===== src/rtl/snap_pkg.sv =====
package snap_pkg;
  typedef enum logic [2:0] {
    SRC_CMD  = 3'd0,
    SRC_HI   = 3'd1,
    SRC_LO   = 3'd2,
    SRC_STAT = 3'd3,
    SRC_CTRL = 3'd4,
    SRC_NONE = 3'd5
  } rd_src_e;
endpackage


===== src/rtl/sem_cmd_reg.sv =====
module sem_cmd_reg #(
  parameter int BYTE_W = 8
) (
  input  logic              clk,
  input  logic              rst,
  input  logic              bus_we,
  input  logic [BYTE_W-1:0] bus_wdata,
  input  logic              local_clr,
  output logic [BYTE_W-1:0] cmd_o,
  output logic              busy_o
);
  logic [BYTE_W-1:0] cmd_q;
  logic              set_req;

  // bus may only raise the byte: zero writes are filtered here
  assign set_req = bus_we && (bus_wdata != '0);

  always_ff @(posedge clk) begin
    if (rst) begin
      cmd_q <= '0;
    end else if (set_req) begin
      cmd_q <= bus_wdata;
    end else if (local_clr) begin
      cmd_q <= '0;
    end
  end

  assign cmd_o  = cmd_q;
  assign busy_o = (cmd_q != '0);

  assert_zero_write_ignored_R2: assert property (@(posedge clk) disable iff (rst)
    (bus_we && bus_wdata == '0 && !local_clr) |=> $stable(cmd_q));

  assert_only_bus_sets_R3: assert property (@(posedge clk) disable iff (rst)
    (cmd_q == '0 && !(bus_we && bus_wdata != '0)) |=> (cmd_q == '0));

  assert_only_local_clears_R5: assert property (@(posedge clk) disable iff (rst)
    (cmd_q != '0 && !local_clr) |=> (cmd_q != '0));

  assert_set_beats_clear_R10: assert property (@(posedge clk) disable iff (rst)
    (bus_we && bus_wdata != '0 && local_clr) |=> (cmd_q == $past(bus_wdata)));
endmodule


===== src/rtl/snap_result_reg.sv =====
module snap_result_reg #(
  parameter int BYTE_W = 8,
  localparam int RES_W = 2 * BYTE_W
) (
  input  logic             clk,
  input  logic             rst,
  input  logic             armed_i,
  input  logic             smp_vld_i,
  input  logic [RES_W-1:0] smp_i,
  output logic [RES_W-1:0] res_o,
  output logic             cap_o
);
  logic [RES_W-1:0] res_q;

  // both bytes load in one edge so the pair always belongs to one sample
  assign cap_o = armed_i && smp_vld_i;

  always_ff @(posedge clk) begin
    if (rst) begin
      res_q <= '0;
    end else if (cap_o) begin
      res_q <= smp_i;
    end
  end

  assign res_o = res_q;

  assert_idle_hold_R4: assert property (@(posedge clk) disable iff (rst)
    !armed_i |=> $stable(res_q));

  assert_capture_whole_R6: assert property (@(posedge clk) disable iff (rst)
    (armed_i && smp_vld_i) |=> (res_q == $past(smp_i)));
endmodule


===== src/rtl/snap_rd_port.sv =====
module snap_rd_port
  import snap_pkg::*;
#(
  parameter int ADDR_W   = 3,
  parameter int BYTE_W   = 8,
  parameter int OFS_CMD  = 0,
  parameter int OFS_HI   = 1,
  parameter int OFS_LO   = 2,
  parameter int OFS_STAT = 3,
  parameter int OFS_CTRL = 4,
  localparam int RES_W = 2 * BYTE_W
) (
  input  logic              clk,
  input  logic              rst,
  input  logic              rd_en,
  input  logic [ADDR_W-1:0] rd_addr,
  input  logic [BYTE_W-1:0] cmd_i,
  input  logic [RES_W-1:0]  res_i,
  input  logic [BYTE_W-1:0] stat_i,
  input  logic [BYTE_W-1:0] ctrl_i,
  output logic [BYTE_W-1:0] rdata_o,
  output logic              rvalid_o
);
  rd_src_e           src;
  logic [BYTE_W-1:0] mux_d;
  logic [BYTE_W-1:0] rdata_q;
  logic              rvalid_q;

  always_comb begin
    if      (rd_addr == ADDR_W'(OFS_CMD))  src = SRC_CMD;
    else if (rd_addr == ADDR_W'(OFS_HI))   src = SRC_HI;
    else if (rd_addr == ADDR_W'(OFS_LO))   src = SRC_LO;
    else if (rd_addr == ADDR_W'(OFS_STAT)) src = SRC_STAT;
    else if (rd_addr == ADDR_W'(OFS_CTRL)) src = SRC_CTRL;
    else                                   src = SRC_NONE;
  end

  always_comb begin
    case (src)
      SRC_CMD:  mux_d = cmd_i;
      SRC_HI:   mux_d = res_i[RES_W-1:BYTE_W];
      SRC_LO:   mux_d = res_i[BYTE_W-1:0];
      SRC_STAT: mux_d = stat_i;
      SRC_CTRL: mux_d = ctrl_i;
      default:  mux_d = '0;
    endcase
  end

  always_ff @(posedge clk) begin
    if (rst) begin
      rdata_q  <= '0;
      rvalid_q <= 1'b0;
    end else begin
      rvalid_q <= rd_en;
      if (rd_en) rdata_q <= mux_d;
    end
  end

  assign rdata_o  = rdata_q;
  assign rvalid_o = rvalid_q;

  assert_rvalid_follows_R11: assert property (@(posedge clk) disable iff (rst)
    rd_en |=> rvalid_q);

  assert_rvalid_quiet_R11: assert property (@(posedge clk) disable iff (rst)
    !rd_en |=> !rvalid_q);
endmodule


===== src/rtl/cmd_snapshot_regs.sv =====
module cmd_snapshot_regs #(
  parameter int ADDR_W   = 3,
  parameter int BYTE_W   = 8,
  parameter int OFS_CMD  = 0,
  parameter int OFS_HI   = 1,
  parameter int OFS_LO   = 2,
  parameter int OFS_STAT = 3,
  parameter int OFS_CTRL = 4,
  localparam int RES_W = 2 * BYTE_W
) (
  input  logic              clk,
  input  logic              rst,
  input  logic [RES_W-1:0]  smp_i,
  input  logic              smp_vld_i,
  input  logic [BYTE_W-1:0] live_stat_i,
  output logic [BYTE_W-1:0] ctrl_o,
  input  logic              bus_we_i,
  input  logic [ADDR_W-1:0] bus_waddr_i,
  input  logic [BYTE_W-1:0] bus_wdata_i,
  input  logic              bus_re_i,
  input  logic [ADDR_W-1:0] bus_raddr_i,
  output logic [BYTE_W-1:0] bus_rdata_o,
  output logic              bus_rvalid_o
);
  logic              we_cmd;
  logic              we_ctrl;
  logic [BYTE_W-1:0] cmd;
  logic              busy;
  logic              cap;
  logic [RES_W-1:0]  res;
  logic [BYTE_W-1:0] ctrl_q;

  // write decode: result and status offsets have no write path at all
  assign we_cmd  = bus_we_i && (bus_waddr_i == ADDR_W'(OFS_CMD));
  assign we_ctrl = bus_we_i && (bus_waddr_i == ADDR_W'(OFS_CTRL));

  sem_cmd_reg #(.BYTE_W(BYTE_W)) u_cmd (
    .clk       (clk),
    .rst       (rst),
    .bus_we    (we_cmd),
    .bus_wdata (bus_wdata_i),
    .local_clr (cap),
    .cmd_o     (cmd),
    .busy_o    (busy)
  );

  snap_result_reg #(.BYTE_W(BYTE_W)) u_res (
    .clk       (clk),
    .rst       (rst),
    .armed_i   (busy),
    .smp_vld_i (smp_vld_i),
    .smp_i     (smp_i),
    .res_o     (res),
    .cap_o     (cap)
  );

  always_ff @(posedge clk) begin
    if (rst) begin
      ctrl_q <= '0;
    end else if (we_ctrl) begin
      ctrl_q <= bus_wdata_i;
    end
  end

  assign ctrl_o = ctrl_q;

  snap_rd_port #(
    .ADDR_W   (ADDR_W),
    .BYTE_W   (BYTE_W),
    .OFS_CMD  (OFS_CMD),
    .OFS_HI   (OFS_HI),
    .OFS_LO   (OFS_LO),
    .OFS_STAT (OFS_STAT),
    .OFS_CTRL (OFS_CTRL)
  ) u_rd (
    .clk      (clk),
    .rst      (rst),
    .rd_en    (bus_re_i),
    .rd_addr  (bus_raddr_i),
    .cmd_i    (cmd),
    .res_i    (res),
    .stat_i   (live_stat_i),
    .ctrl_i   (ctrl_q),
    .rdata_o  (bus_rdata_o),
    .rvalid_o (bus_rvalid_o)
  );

  assert_clear_with_load_R5: assert property (@(posedge clk) disable iff (rst)
    (busy && smp_vld_i && !(we_cmd && bus_wdata_i != '0)) |=> (cmd == '0 && res == $past(smp_i)));

  assert_ctrl_follows_write_R9: assert property (@(posedge clk) disable iff (rst)
    we_ctrl |=> (ctrl_o == $past(bus_wdata_i)));

  assert_result_not_bus_written_R8: assert property (@(posedge clk) disable iff (rst)
    !(busy && smp_vld_i) |=> $stable(res));
endmodule


===== config.mk =====
export PLATFORM = sky130hd
export DESIGN_NAME = cmd_snapshot_regs
export DESIGN_NICKNAME = d
export VERILOG_FILES = /design/src/rtl/snap_pkg.sv /design/src/rtl/sem_cmd_reg.sv /design/src/rtl/snap_result_reg.sv /design/src/rtl/snap_rd_port.sv /design/src/rtl/cmd_snapshot_regs.sv
export SDC_FILE = /design/constraint.sdc
export NUM_CORES = 1
export LEC_CHECK = 0
export ABC_AREA = 0
export BUFFER_PORTS_ARGS = -buffer_cell sky130_fd_sc_hd__clkbuf_2
export CAP_MARGIN = 10
export CORE_UTILIZATION = 46
export DETAILED_ROUTE_END_ITERATION = 6
export PLACE_DENSITY = 0.84
export RECOVER_POWER = 100
export SLEW_MARGIN = 30
export SYNTH_ARGS = -nofsm -noshare
export SYNTH_HDL_FRONTEND = slang
export SYNTH_SLANG_ARGS = --single-unit

===== constraint.sdc =====
create_clock -name clk -period 2.1 [get_ports clk]
set_input_delay 0 -clock clk [delete_from_list [all_inputs] [get_ports clk]]
set_output_delay 0 -clock clk [all_outputs]
set_load 0.01 [all_outputs]

==> results of run 1 <==
[kinds of logic after synthesis]
| family | count (synthesis) | share of synthesized area |
|---|---|---|
| multiplexers | 40 | 0.209 |
| AND/OR/NAND/NOR | 83 | 0.233 |
| flip-flops | 41 | 0.407 |
| buffers and inverters | 16 | 0.0441 |
| AO/OA/AOI/OAI | 29 | 0.107 |
[cell usage in the layout (no fill, tap or decap)]
cell            n
nand3b_1        8
clkbuf_8        6
o21ai_0        10
dlygate4sd3_1  23
a311oi_1        7
a32oi_1         8
nor4b_4         1
clkbuf_2       38
o21bai_1        1
bufinv_16       1
a21boi_2        1
nor2b_1         3
inv_1           2
nor4bb_1        1
dfxtp_1        41
a21boi_0        1
nand2b_1       32
nor2_1         17
buf_4           1
clkbuf_1       23
mux2i_1        24
nor3b_1         1
nor4_1          4
a41oi_1         1
nand2_1        16
mux2_2         16
[worst paths after layout]
path	startpoint	end	cells past startpoint
worst max-delay path	u_cmd.cmd_o[7]	u_res.res_o[9]	3
worst min register to register	u_res.res_o[13]	u_res.res_o[13]	2
worst min-delay path	bus_wdata_i[3]	ctrl_o[3]	3
worst max register to register	u_cmd.cmd_o[7]	u_res.res_o[9]	3
[power by group through the flow]
stage	Sequential (W)	Clock [W]	Combinational (W)
finish	0.000819	0.000648	0.000231
floorplan	0.000838	0	0.000123
global route	0.000822	0.000694	0.000253
CTS	0.000819	0.000668	0.000237
global placement	0.000836	0	0.000199
detailed placement	0.000837	0	0.000203
[flip-flops by register name (all words and copies together) (netlist names)]
name           cells
ctrl_o             8
u_cmd.cmd_o        8
u_rd.rdata_o       8
u_rd.rvalid_o      1
u_res.res_o       16
[stage by stage]
stage	total power, W	worst slack [ps]
after CTS	0.00172	646
after global routing	0.00177	274
final	0.00170	419
after detailed placement	0.00104	662
after floorplan	0.000961	914
after global placement	0.00103	520
[final cells by class]
class	instances	area [um^2]
inverters	2	7.51
fillers	351	1490
clock buffers	7	86.3
flip-flops and latches	41	821
clock inverters	1	30.0
multi-input cells	152	1110
well taps	50	62.6
repair buffers	84	510
[layer usage]
metal	up-vias	global-route usage	share of wire
met3	9	0.0533	0.067
met4	0	0.0833	0.019
met5	-	0	0
li1	895	-	-
met1	798	0.256	0.45
met2	68	0.369	0.46
[worst max-delay path, delay by kind of cell, from the launching register on]
kind,cells,cell delay [ps]
DFF,1,370
muxes,1,280
AOI/OAI and AO/OA,1,880
and+or+nand+nor,1,70
==> flow_metrics.py, run 1 <==
metrics = {
    "status": {
        "status": "complete, no violations",
    },
    "synth": {
        "syn_nets": 252,
        "synthArstFlopShare": 0,
        "syn_area_per_cell_um2": 9.64,
        "synth_cell_types": 24,
        "synth_seq_area_share": 0.407,
        "ys_ff_latch": 41,
        "syn-cell-area_mm2": 0.00202,
        "syn_inst": 209,
        "ys_warn_count": 0,
        "synthTopCellsByCount": "41 x dfxtp_1, 32 x nand2b_1, 24 x mux2i_1",
        "yosys.area.top_type_share": 0.407,
        "yosys-top-cells-area": "dfxtp_1 41%, mux2i_1 12%, nand2b_1 9.9%, mux2_2 8.9%, a32oi_1 3.5%",
        "synth.most_common_cell": "dfxtp_1",
        "synthFlopType": "dfxtp_1",
        "synth_edf_count": 0,
        "synth_area_leader_cell": "dfxtp_1",
    },
    "placed_design": {
        "dp.cells": 306,
        "hpwl_mm": 3.39,
        "port_buffers": 59,
        "placed_area_mm2": 0.00232,
        "routabilityCongestion": 0.759,
    },
    "global_route": {
        "grt_pass1_wl_mm": 7.26,
        "grt_pass1_vias": 1663,
        "grt_usage": 0.215,
        "gr-total-overflow": 0,
        "grt_max_degree": 32,
        "antenna_found_initial": 0,
    },
    "timing": {
        "rsz0062_at_grt": "false",
        "fin_skew_ps": 7.69,
        "fin_crit_sh": 0.801,
        "finalCriticalPeriod_ps": 1680,
        "tightestPinTransition_ps": 1120,
        "final_max_slew_viol_count": 0,
        "setup_viol": 0,
        "hold_violations": 0,
        "max_slew_margin": 0.251,
        "timing.hold.ws_ps": 16.4,
        "clock.fmax_ghz": 0.595,
        "setup-tns-final_ps": 0,
    },
    "clock_network": {
        "cts_resized": 0,
        "cts_tree": "built",
        "post_cts_buffers": 0,
        "htree_levels": 2,
        "cts_hold_buf": 23,
        "cts-root-buf": "clkbuf_8",
        "clk_latency_ps": 290,
        "cts.reportedPaths.clkPinSlew_ps": 70,
        "cts_buffer_depth": 2,
        "cts_sinks": 41,
        "cts_made_buffers": 5,
    },
    "routing": {
        "ant_nets": 0,
        "firstDrtPassIters": 4,
        "wl_per_cell_um": 14.1,
        "viasPerCell": 5.25,
        "wirelength_mm": 4.76,
        "drc": 0,
        "vias": 1770,
        "drt_first_iter_violations": 110,
    },
    "critical_path": {
        "cp.arrival_ps": 1890,
        "worstPathCellList": "nor4_1 > a21boi_2 > mux2i_1",
        "path_class": "reg2reg",
        "cp-start-kind": "flip-flop",
        "cp_slowest_stage_delay_ps": 880,
        "slowest_stage": "a21boi_2",
        "crit_path_end_kind": "flip-flop",
        "cp.required_ps": 2310,
        "ff2ff_setup_slack_ps": 420,
        "worstPathMaxFanout": 16,
    },
    "run": {
        "maxCapViolCount": 0,
    },
    "power_and_ir_drop": {
        "switchingPower_w": 0.000385,
        "p_per_area_mw_per_mm2": 647,
        "combPwrFrac": 0.136,
        "p_leak_nw": 0.986,
        "switching_share": 0.226,
        "p_clk_frac": 0.382,
        "ir_drop_mv": 0.428,
        "p_int_w": 0.00131,
        "p_seq_frac": 0.482,
    },
    "final_layout": {
        "finalNetCount": 329,
        "fin_area_mm2": 0.00262,
        "n_antenna_cell": 0,
        "stdcell_count": 337,
        "drive_gt1_frac": 0.223,
        "areaGrowthSynthToFinish_pct": 30.2,
        "fin_util": 0.638,
    },
    "die": {
        "dieArea_mm2": 0.00465,
        "start_util": 0.490,
        "io_pins": 60,
        "num_rows": 23,
        "die_y_um": 68.2,
        "core_mm2": 0.00412,
        "die_w_um": 68.2,
    },
    "hold_path": {
        "hold_path.class": "in2reg",
    },
}
No activity file was read; power rests on OpenSTA's default activity.
==> run 2, diff against run 1 <==
==> constraint.sdc (replaced) <==
create_clock -name clk -period 1.6 [get_ports clk]
set_input_delay 0 -clock clk [delete_from_list [all_inputs] [get_ports clk]]
set_output_delay 0 -clock clk [all_outputs]
set_load 0.01 [all_outputs]
==> run 2 against run 1 <==
  * Combinational power is 34% higher
  * Total power grew 20%
  * Sequential share of layout area unchanged
  * Clock skew down 1.3 ps
  * Clock power up 0.9%
==> flow_metrics.py, run 2 (synthesized netlist as in run 1, its figures left out) <==
metrics = {
    "global_route": {
        "grt_pass1_wl_mm": 7.01,
        "grt_max_degree": 33,
        "antenna_found_initial": 0,
        "gr-total-overflow": 0,
        "grt_pass1_vias": 1573,
        "grt_usage": 0.212,
    },
    "clock_network": {
        "cts_made_buffers": 5,
        "cts-root-buf": "clkbuf_8",
        "cts_resized": 0,
        "htree_levels": 2,
        "cts_tree": "built",
        "clk_latency_ps": 300,
        "cts_buffer_depth": 2,
        "post_cts_buffers": 0,
        "cts_hold_buf": 24,
        "cts_sinks": 41,
        "cts.reportedPaths.clkPinSlew_ps": 70,
    },
    "die": {
        "core_mm2": 0.00412,
        "num_rows": 23,
        "dieArea_mm2": 0.00465,
        "start_util": 0.490,
        "io_pins": 60,
        "die_y_um": 68.2,
        "die_w_um": 68.2,
    },
    "critical_path": {
        "rr_startpoint": "u_cmd.cmd_o[0]",
        "cp.required_ps": 1760,
        "cp-start-kind": "flip-flop",
        "cp.arrival_ps": 1620,
        "slowest_stage": "nor4_1",
        "worstPathMaxFanout": 16,
        "cp_slowest_stage_delay_ps": 520,
        "crit_path_end_kind": "flip-flop",
        "path_class": "reg2reg",
        "crit_start": "u_cmd.cmd_o[0]",
        "worstPathCellList": "nor4_1 > a21boi_4 > mux2i_1",
    },
    "final_layout": {
        "layout_common_cells": "41 x dfxtp_1, 39 x clkbuf_2, 32 x nand2b_1, 24 x mux2i_1, 24 x dlygate4sd3_1",
        "areaGrowthSynthToFinish_pct": 30.2,
        "largest_reg_flops": 16,
        "fin_area_mm2": 0.00262,
        "finalNetCount": 332,
        "fin_util": 0.638,
        "drive_gt1_frac": 0.231,
        "n_antenna_cell": 0,
        "final_common_cell": "dfxtp_1",
    },
    "routing": {
        "firstDrtPassIters": 4,
        "viasPerCell": 5.19,
        "wl_per_cell_um": 13.9,
        "vias": 1764,
        "drt_first_iter_violations": 92,
        "wirelength_mm": 4.71,
        "drc": 0,
        "ant_nets": 0,
    },
    "placed_design": {
        "port_buffers": 59,
        "hpwl_mm": 3.36,
        "preCtsSetupSlack_ps": 146,
        "placed_area_mm2": 0.00234,
        "routabilityCongestion": 0.769,
    },
    "status": {
        "status": "complete, no violations",
    },
    "timing": {
        "setup-tns-final_ps": 0,
        "max_slew_margin": 0.469,
        "fin_skew_ps": 6.41,
        "fin_crit_sh": 0.914,
        "setup_viol": 0,
        "finalCriticalPeriod_ps": 1460,
        "tightestPinTransition_ps": 797,
        "clock.fmax_ghz": 0.684,
        "rsz0062_at_grt": "false",
        "final_max_slew_viol_count": 0,
        "hold_violations": 0,
        "setup_ws_ps": 138,
    },
    "hold_path": {
        "hold_path.class": "in2reg",
        "min_from": "smp_vld_i",
    },
    "power_and_ir_drop": {
        "ir_drop_mv": 0.379,
        "p_leak_nw": 0.994,
        "p_per_area_mw_per_mm2": 777,
    },
    "run": {
        "maxCapViolCount": 0,
    },
}
-- run 2: cell types whose count changed in the layout (fill, tap and decap cells not counted) --
cell | before | now
dlygate4sd3_1 | 23 | 24
clkbuf_2 | 38 | 39
a21boi_2 | 1 | 0
clkbuf_4 | 0 | 1
clkbuf_1 | 23 | 22
clkbuf_8 | 6 | 5
clkinv_2 | 0 | 2
a21boi_4 | 0 | 1
buf_4 | 1 | 2
bufinv_16 | 1 | 0
-- run 2: report_power, final --
group,total (W),switching (W),internal (W)
clock network,0.000654,0.000352,0.000302
logic,0.000309,0.000144,0.000165
registers,0.00107,0.0000206,0.00105
total,0.00204,0.000517,0.00152
-- run 2: layout make-up --
type / instances / area, um^2
flip-flops and latches: 41 / 821
fillers: 374 / 1490
multi-input cells: 152 / 1110
well taps: 50 / 62.6
repair buffers: 87 / 537
clock inverters: 2 / 10.0
inverters: 2 / 7.51
clock buffers: 6 / 72.6
-- run 2: stage by stage --
step / total power, W / std cells / hold WS [ps]
2_1_floorplan: 0.00126 / 209 / 94.5
3_3_place_gp: 0.00136 / 308 / 252
3_5_place_dp: 0.00137 / 308 / 258
4_1_cts: 0.00205 / 340 / 101
5_1_grt: 0.00213 / 340 / 123
6_report: 0.00204 / 340 / 104
-- run 2: metal layers --
| metal | vias up | global-route usage | part of all wire |
|---|---|---|---|
| li1 | 902 | - | - |
| met1 | 796 | 0.255 | 0.48 |
| met2 | 59 | 0.354 | 0.45 |
| met3 | 7 | 0.0700 | 0.056 |
| met4 | 0 | 0.0651 | 0.014 |
| met5 | - | 0 | 0 |
-- run 2: final timing paths --
check	to	slack (ps)	depth (start not counted)
worst max-delay path	u_res.res_o[10]	140	3
worst min register to register	u_res.res_o[5]	480	2
worst min-delay path	u_cmd.cmd_o[6]	100	4
worst max register to register	u_res.res_o[10]	140	3
-- run 2: worst max-delay path, delay by kind of cell, from the launching register on --
kind,cells,cell delay (ps)
and+or+nand+nor,1,520
DFF,1,320
AOI/OAI and AO/OA,1,290
muxes,1,190
